===== src/rtl/cedw_alu_pkg.sv =====
package cedw_alu_pkg;

    typedef enum logic [3:0] {
        OP_ADD = 4'd0,
        OP_ADC = 4'd1,
        OP_SUB = 4'd2,
        OP_SBC = 4'd3,
        OP_CMP = 4'd4,
        OP_CMC = 4'd5,
        OP_AND = 4'd6,
        OP_OR  = 4'd7,
        OP_XOR = 4'd8,
        OP_NOT = 4'd9
    } alu_op_e;

    typedef enum logic [1:0] {
        PR_ALWAYS = 2'd0,
        PR_IF_C   = 2'd1,
        PR_IF_NC  = 2'd2,
        PR_SPARE  = 2'd3
    } pred_e;

    typedef enum logic {
        ST_IDLE = 1'b0,
        ST_HOLD = 1'b1
    } stage_st_e;

    typedef struct packed {
        logic n;
        logic z;
        logic v;
        logic c;
    } flags_t;

endpackage


===== src/rtl/cedw_opsel.sv =====
module cedw_opsel
    import cedw_alu_pkg::*;
#(
    parameter int DATA_W = 24,
    parameter int IMM_W  = 7
) (
    input  logic [3:0]        op,
    input  logic              wide,
    input  logic              use_imm,
    input  logic [1:0]        pred,
    input  logic              c_flag,
    input  logic [DATA_W-1:0] opb,
    input  logic [IMM_W-1:0]  imm,
    output logic [DATA_W-1:0] src_b,
    output logic              pred_ok,
    output logic              op_known
);

    localparam int EXT_W = DATA_W - IMM_W;

    logic signed_imm;
    logic [DATA_W-1:0] imm_ext;

    always_comb begin
        signed_imm = 1'b0;
        case (op)
            OP_CMP:                         signed_imm = !wide;
            OP_CMC, OP_AND, OP_OR,
            OP_XOR, OP_NOT:                 signed_imm = 1'b1;
            default:                        signed_imm = 1'b0;
        endcase
    end

    always_comb begin
        if (signed_imm)
            imm_ext = {{EXT_W{imm[IMM_W-1]}}, imm};
        else
            imm_ext = {{EXT_W{1'b0}}, imm};
        src_b = use_imm ? imm_ext : opb;
    end

    always_comb begin
        if (use_imm) begin
            pred_ok = 1'b1;
        end else begin
            unique case (pred_e'(pred))
                PR_ALWAYS: pred_ok = 1'b1;
                PR_IF_C:   pred_ok = c_flag;
                PR_IF_NC:  pred_ok = !c_flag;
                PR_SPARE:  pred_ok = 1'b1;
            endcase
        end
    end

    assign op_known = (op <= OP_NOT);

endmodule


===== src/rtl/cedw_addsub.sv =====
module cedw_addsub #(
    parameter int W = 16
) (
    input  logic [W-1:0] a,
    input  logic [W-1:0] b,
    input  logic         sub,
    input  logic         with_flag,
    input  logic         c_flag,
    output logic [W-1:0] sum,
    output logic         c_out,
    output logic         v_out
);

    logic [W-1:0] b_eff;
    logic         cin;
    logic         carry;

    always_comb begin
        b_eff = sub ? ~b : b;
        if (sub)
            cin = with_flag ? ~c_flag : 1'b1;
        else
            cin = with_flag ? c_flag : 1'b0;
        {carry, sum} = {1'b0, a} + {1'b0, b_eff} + {{W{1'b0}}, cin};
        c_out = sub ? ~carry : carry;
        v_out = (a[W-1] == b_eff[W-1]) && (sum[W-1] != a[W-1]);
    end

endmodule


===== src/rtl/cedw_logic.sv =====
module cedw_logic
    import cedw_alu_pkg::*;
#(
    parameter int W = 16
) (
    input  logic [3:0]   op,
    input  logic [W-1:0] a,
    input  logic [W-1:0] b,
    output logic [W-1:0] r
);

    always_comb begin
        case (op)
            OP_AND:  r = a & b;
            OP_OR:   r = a | b;
            OP_XOR:  r = a ^ b;
            OP_NOT:  r = ~b;
            default: r = '0;
        endcase
    end

endmodule


===== src/rtl/cedw_alu.sv =====
module cedw_alu
    import cedw_alu_pkg::*;
#(
    parameter int DATA_W   = 24,
    parameter int NARROW_W = 16,
    parameter int IMM_W    = 7
) (
    input  logic              clk,
    input  logic              rst_n,
    input  logic              in_valid,
    input  logic [3:0]        op_code,
    input  logic              wide_sel,
    input  logic              imm_sel,
    input  logic [1:0]        pred_sel,
    input  logic [DATA_W-1:0] opnd_a,
    input  logic [DATA_W-1:0] opnd_b,
    input  logic [IMM_W-1:0]  imm_field,
    input  logic [3:0]        flags_in,
    output logic              out_valid,
    output logic [DATA_W-1:0] result,
    output logic              result_we,
    output logic [3:0]        flags_out,
    output logic              flags_we
);

    localparam int PAD_W = DATA_W - NARROW_W;

    flags_t            cur_flags;
    logic [DATA_W-1:0] src_b;
    logic              pred_ok;
    logic              op_known;

    logic              is_sub;
    logic              with_flag;
    logic              is_logic;
    logic              go_wide;
    logic              writes_dest;
    logic              execute;

    logic [NARROW_W-1:0] sum_n;
    logic                c_n;
    logic                v_n;
    logic [DATA_W-1:0]   sum_w;
    logic                c_w;
    logic                v_w;
    logic [NARROW_W-1:0] lg_r;

    logic [DATA_W-1:0] new_res;
    flags_t            new_flags;

    stage_st_e         st_q;
    stage_st_e         st_d;
    logic [DATA_W-1:0] res_q;
    logic              res_we_q;
    flags_t            flags_q;
    logic              flags_we_q;

    assign cur_flags = flags_t'(flags_in);

    cedw_opsel #(.DATA_W(DATA_W), .IMM_W(IMM_W)) u_opsel (
        .op       (op_code),
        .wide     (wide_sel),
        .use_imm  (imm_sel),
        .pred     (pred_sel),
        .c_flag   (cur_flags.c),
        .opb      (opnd_b),
        .imm      (imm_field),
        .src_b    (src_b),
        .pred_ok  (pred_ok),
        .op_known (op_known)
    );

    always_comb begin
        is_sub      = (op_code == OP_SUB) || (op_code == OP_SBC) ||
                      (op_code == OP_CMP) || (op_code == OP_CMC);
        with_flag   = (op_code == OP_ADC) || (op_code == OP_SBC) ||
                      (op_code == OP_CMC);
        is_logic    = (op_code >= OP_AND) && (op_code <= OP_NOT);
        go_wide     = wide_sel && ((op_code == OP_ADD) || (op_code == OP_SUB) ||
                                   (op_code == OP_CMP));
        writes_dest = op_known && (op_code != OP_CMP) && (op_code != OP_CMC);
        execute     = op_known && pred_ok;
    end

    cedw_addsub #(.W(NARROW_W)) u_add_narrow (
        .a         (opnd_a[NARROW_W-1:0]),
        .b         (src_b[NARROW_W-1:0]),
        .sub       (is_sub),
        .with_flag (with_flag),
        .c_flag    (cur_flags.c),
        .sum       (sum_n),
        .c_out     (c_n),
        .v_out     (v_n)
    );

    cedw_addsub #(.W(DATA_W)) u_add_wide (
        .a         (opnd_a),
        .b         (src_b),
        .sub       (is_sub),
        .with_flag (with_flag),
        .c_flag    (cur_flags.c),
        .sum       (sum_w),
        .c_out     (c_w),
        .v_out     (v_w)
    );

    cedw_logic #(.W(NARROW_W)) u_logic (
        .op (op_code),
        .a  (opnd_a[NARROW_W-1:0]),
        .b  (src_b[NARROW_W-1:0]),
        .r  (lg_r)
    );

    always_comb begin
        if (is_logic) begin
            new_res     = {{PAD_W{1'b0}}, lg_r};
            new_flags.n = lg_r[NARROW_W-1];
            new_flags.z = (lg_r == '0);
            new_flags.v = 1'b0;
            new_flags.c = 1'b0;
        end else if (go_wide) begin
            new_res     = sum_w;
            new_flags.n = sum_w[DATA_W-1];
            new_flags.z = (sum_w == '0);
            new_flags.v = v_w;
            new_flags.c = c_w;
        end else begin
            new_res     = {{PAD_W{1'b0}}, sum_n};
            new_flags.n = sum_n[NARROW_W-1];
            new_flags.z = (sum_n == '0);
            new_flags.v = v_n;
            new_flags.c = c_n;
        end
    end

    // State register
    always_ff @(posedge clk or negedge rst_n) begin
        if (!rst_n)
            st_q <= ST_IDLE;
        else
            st_q <= st_d;
    end

    // Next-state logic
    always_comb begin
        st_d = st_q;
        unique case (st_q)
            ST_IDLE: st_d = in_valid ? ST_HOLD : ST_IDLE;
            ST_HOLD: st_d = in_valid ? ST_HOLD : ST_IDLE;
        endcase
    end

    // Output registers
    always_ff @(posedge clk or negedge rst_n) begin
        if (!rst_n) begin
            res_q      <= '0;
            res_we_q   <= 1'b0;
            flags_q    <= '0;
            flags_we_q <= 1'b0;
        end else if (in_valid) begin
            res_q      <= (execute && writes_dest) ? new_res : opnd_a;
            res_we_q   <= execute && writes_dest;
            flags_q    <= execute ? new_flags : cur_flags;
            flags_we_q <= execute;
        end else begin
            res_we_q   <= 1'b0;
            flags_we_q <= 1'b0;
        end
    end

    assign out_valid = (st_q == ST_HOLD);
    assign result    = res_q;
    assign result_we = res_we_q;
    assign flags_out = flags_q;
    assign flags_we  = flags_we_q;

endmodule


===== config.mk =====
export PLATFORM = sky130hd
export DESIGN_NAME = cedw_alu
export DESIGN_NICKNAME = d
export VERILOG_FILES = /design/src/rtl/cedw_alu_pkg.sv /design/src/rtl/cedw_opsel.sv /design/src/rtl/cedw_addsub.sv /design/src/rtl/cedw_logic.sv /design/src/rtl/cedw_alu.sv
export SDC_FILE = /design/constraint.sdc
export NUM_CORES = 1
export LEC_CHECK = 0
export ABC_AREA = 0
export CORE_ASPECT_RATIO = 2
export CORE_MARGIN = 4
export CORE_UTILIZATION = 47
export DETAILED_ROUTE_END_ITERATION = 12
export PLACE_DENSITY = 0.87
export SYNTH_ARGS = -nofsm -noshare
export SYNTH_HDL_FRONTEND = slang
export SYNTH_SLANG_ARGS = --single-unit

===== constraint.sdc =====
create_clock -name clk -period 0.8 [get_ports clk]
set_input_delay 0.16 -clock clk [delete_from_list [all_inputs] [get_ports clk]]
set_output_delay 0.16 -clock clk [all_outputs]
set_load 0.03 [all_outputs]

==> results of run 1 <==
layer usage:
layer | overflow | global-route usage [%]
met1 | 0 | 56.48
met2 | 3 | 86.03
met3 | 0 | 35.66
met4 | 4 | 62.86
met5 | 0 | 0.4545
per-stage QoR:
step,cell area (um^2),util [%],hold WS [ns]
2_1_floorplan,4707,-,-0.1356
4_1_cts,8489,94.20,0.2662
3_5_place_dp,7181,79.68,0.4955
3_3_place_gp,7181,79.68,0.4819
logic make-up after synthesis:
group,Yosys count
buffers and inverters,67
XOR/XNOR,47
AO/OA/AOI/OAI,194
adder cells (fa/ha/maj),59
multiplexers,15
flip-flops,31
AND/OR/NAND/NOR,152
repair_timing:
action | in CTS
hold buffers | 0
gates resized for setup | 186
setup buffers | 58
gates cloned | 6
setup endpoints to repair | 61
pin swaps | 73
==> summary.txt, run 1 <==
IO buf count: 100
status: stopped before the end
sequential area share after synthesis: 17.81%
Cell variety after synth: 56
Seq cells post-synth: 31
largest net degree at the start of global routing: 23
simple-gate portion of the synthesized area: 16.77%
multiplexer share of the synthesized area: 3.532%
cell row count: 49
gpl congestion: 1.103
DIE WIDTH: 76.08 um
Yosys top cell area share: 17.81%
first-pass GRT wire length: 50410 um
deepest clock path buffer count: 2
Total GRT Usage: 59.93%
die height: 144.2 um
top cells by count, synth: 57 x ha_1, 52 x a21oi_1, 48 x nor2_1, 43 x inv_1, 41 x nand2_1
largest family of logic cells by synthesized area: compound AO/OA/AOI/OAI gates
error msg: [ERROR GRT-0116] Global routing finished with congestion. Check the congestion regions in the DRC Viewer.
Syn Area/Cell: 7.711 um^2
xor/xnor cell area share of the yosys netlist: 9.449%
largest cells by area after synthesis: dfrtp_1 18%, ha_1 16%, xnor2_1 6.2%, a21oi_1 6.0%, o21ai_0 4.4%
Syn Inst Count: 565
Post-synth top flop: dfrtp_1
Exit stage: global routing
Compound-Gate Fraction of Synth Area: 29.35%
Clock Sinks: 31
top-count cell post-synth: ha_1
Synth Cell Area: 4357 um^2
Synthesis Warnings: 0
Initial Util: 48.34%
dpl ws: -4.022 ns
placed wire-length estimate: 15370 um
Synth Area in Adders: 17.29%
vias in the first global route: 8348
cts bufs inserted: 5
# placed instances: 922
grt total ovfl: 7
# H-tree levels: 2
Post-synth EDFFs: 0
post-synth top area cell: dfrtp_1
Clock Root Buffer: clkbuf_16
Async SR Flop Fraction: 100.0%
I/O pin count: 101
total nets after synthesis: 694
==> run 2, diff against run 1 <==
--- a/config.mk
+++ b/config.mk
@@ -6,11 +6,10 @@
 export NUM_CORES = 1
 export LEC_CHECK = 0
 export ABC_AREA = 0
-export CORE_ASPECT_RATIO = 2
 export CORE_MARGIN = 4
-export CORE_UTILIZATION = 47
+export CORE_UTILIZATION = 40
 export DETAILED_ROUTE_END_ITERATION = 12
-export PLACE_DENSITY = 0.87
+export PLACE_DENSITY_LB_ADDON = 0.15
 export SYNTH_ARGS = -nofsm -noshare
 export SYNTH_HDL_FRONTEND = slang
 export SYNTH_SLANG_ARGS = --single-unit
==> constraint.sdc (replaced) <==
create_clock -name clk -period 1 [get_ports clk]
set_input_delay 0.2 -clock clk [delete_from_list [all_inputs] [get_ports clk]]
set_output_delay 0.2 -clock clk [all_outputs]
set_load 0.03 [all_outputs]
==> run 2 against run 1 <==
  * Area after synthesis unchanged
  * Synthesized cell count unchanged
  * The flow now finishes, with violations (negative setup slack)
==> summary.txt, run 2 <==
status: finished with violations
failing checks: negative setup slack
commonest non-fill, non-tap cell in the layout: buf_4
Layout Utilization: 89.23%
Worst R2R End: result[16]
Top cell by count, worst path: buf_6
Clock Sinks: 31
deepest clock path buffer count: 2
nets@finish: 1075
Pins Over Slew Limit: 0
setup TNS: -61.05 ns
ratio of cells with drive above 1 in the final layout: 54.86%
final WL: 26760 um
Syn Area/Cell: 7.711 um^2
WP data required: 1.24 ns
initial antenna violation count: 0
Worst path slowest cell: or4_4
CTS tree: done
I/O pin count: 101
Final ANT Viol Nets: 0
Min Hold Slack: 0.2594 ns
Post-route DRC: 0
Post-Layout Cell Count: 1082
overall power: 12.02 mW
r2r worst-path depth: 4
# placed instances: 964
reg2reg start: result[16]
CP max FO: 5
post-synth top area cell: dfrtp_1
slew margin rel.: 64.53%
R2R Setup Slk: 0.02 ns
Data arrival, critical path: 4.50 ns
Async SR Flop Fraction: 100.0%
Buf/Inv on CP: 6
RSZ-0062 raised after global routing: yes
Tightest Pin Transition: 0.5281 ns
slack of the critical path: -3.265 ns
IO buf count: 100
DIE WIDTH: 112.4 um
Skew-Pair Late Insertion Delay: 0.31 ns
Cell variety after synth: 56
max FFs per register: 24
crit path cell chain: buf_8 > buf_6 > nor2_4 > nand2_2 > a21oi_4 > buf_6 > a21o_1 > inv_2 > xnor2_2 > ha_4 > buf_6 > a2111o_1 > nand4b_1 > a21oi_2 > nor2_4 > buf_6 > xnor2_4 > or4_4 > or4_1 > a2111o_1 > a21oi_2
Syn Inst Count: 565
cell row count: 37
total nets after synthesis: 694
Pwr Density: 1288 nW/um^2
clk slew on worst S/H paths: 0.09 ns
top-count cell post-synth: ha_1
placed wire-length estimate: 13480 um
Post-synth EDFFs: 0
first-pass GRT wire length: 33740 um
# setup viols final: 61
crit end category: flip-flop
Total GRT Usage: 32.88%
Tcrit/Tclk final: 426.5%
WL per Instance: 24.73 um
Post-synth top flop: dfrtp_1
CP delay by family, top: simple AND/OR/NAND/NOR gates
Die Area: 12630 um^2
max-cap viol count: 0
vias per cell: 6.364
sequential area share after synthesis: 17.81%
Initial Util: 41.64%
final hold vios: 0
Max Freq: 234.5 MHz
Initial DRC Count: 717
vias post-DR: 6886
Yosys top cell area share: 17.81%
# H-tree levels: 2
Clock Root Buffer: clkbuf_8
Startpoint Class: primary input
Seq cells post-synth: 31
grt total ovfl: 0
cts bufs inserted: 5
leakage: 4.390 nW
die height: 112.4 um
WS Path Type: primary input to flip-flop
P&R area growth vs syn: 114.3%
largest net degree at the start of global routing: 32
worst vdd ir: 0.8269 mV
Synthesis Warnings: 0
CP max stage delay: 0.54 ns
commonest non-fill, non-tap cells in the layout: 239 x buf_4, 70 x buf_6, 57 x clkdlybuf4s50_1, 43 x ha_1, 38 x nor2_1
ANT cells: 0
largest cells by area after synthesis: dfrtp_1 18%, ha_1 16%, xnor2_1 6.2%, a21oi_1 6.0%, o21ai_0 4.4%
DR pass1 iterations: 5
top cells by count, synth: 57 x ha_1, 52 x a21oi_1, 48 x nor2_1, 43 x inv_1, 41 x nand2_1
gpl congestion: 0.9263
worst min path class: primary input to asynchronous set/reset pin
core area: 10460 um^2
vias in the first global route: 6627
Synth Cell Area: 4357 um^2
Final Skew: 0 ns
crit path time final: 4.265 ns
==> run 2: cell counts after synthesis <==
Identical to the previous run, type by type.
==> run 2: layer usage <==
metal / share of wire (%) / vias to the layer above / GRT usage [%] / routed length (um)
met3: 9.8 / 249 / 5.822 / 2623
met5: 0 / - / 0 / 0
met1: 34 / 3226 / 37.60 / 9135
met2: 47 / 597 / 58.32 / 12560
met4: 9.1 / 0 / 17.07 / 2446
li1: - / 2814 / - / -
==> run 2: worst reg2reg max path: stages (launching register included) <==
cell and delay, ns:
dfrtp_1 0.39, buf_4 0.14, buf_4 0.12, nor2_1 0.17, a21oi_2 0.05
==> run 2: power by group <==
group	total (mW)	switching, mW	internal (mW)
registers	1.61	0.172	1.44
clock network	1.14	0.599	0.542
logic	9.27	4.50	4.77
total	12.0	5.27	6.76
==> run 2: cell families (layout without fill, tap and decap cells) <==
logic type	Yosys count	count (layout)	synth area share, %
AO/OA/AOI/OAI	194	195	29.35
flip-flops	31	31	17.81
XOR/XNOR	47	47	9.448
adder cells (fa/ha/maj)	59	59	17.29
multiplexers	15	15	3.533
buffers and inverters	67	447	5.801
AND/OR/NAND/NOR	152	152	16.77
==> run 2: final cells by class <==
cell class                 instances  area [um^2]
clock buffer                       6        82.58
clock inverter                     1        5.005
timing repair buffer             397         3660
inverter                          43        172.7
multi-input combinational        468         4469
sequential                        31        775.7
tap                              136        170.2
fill                             448         1127
==> run 2: worst max path at each step <==
| stage | startpoint | endpoint | slack, ns | depth (start not counted) |
|---|---|---|---|---|
| final | op_code[2] | flags_out[2] | -3.27 | 21 |
| after global routing | op_code[0] | flags_out[2] | -3.34 | 21 |
| after CTS | op_code[1] | flags_out[2] | -3.00 | 21 |
| after detailed placement | op_code[2] | flags_out[2] | -3.77 | 20 |
| after global placement | op_code[2] | flags_out[2] | -3.63 | 20 |
| after floorplan | op_code[2] | flags_out[2] | -2.98 | 19 |
==> run 2: stage by stage <==
stage          cell area [um^2]  setup slack (ns)
3_5_place_dp               7221            -3.768
5_1_grt                    9335            -3.345
4_1_cts                    8751            -2.999
6_report                   9335            -3.265
3_3_place_gp               7221            -3.627
2_1_floorplan              4707            -2.981
==> run 2: what timing repair did <==
action                                  in CTS  in global routing
hold endpoints to repair                     0                  0
hold buffers                                 0                  0
gates resized for setup                    212                100
setup buffers                              121                 39
endpoints found under the setup margin      61                 61
pin swaps                                  100                 68
cloned                                       0                  1
(Power assumes the default switching activity.)
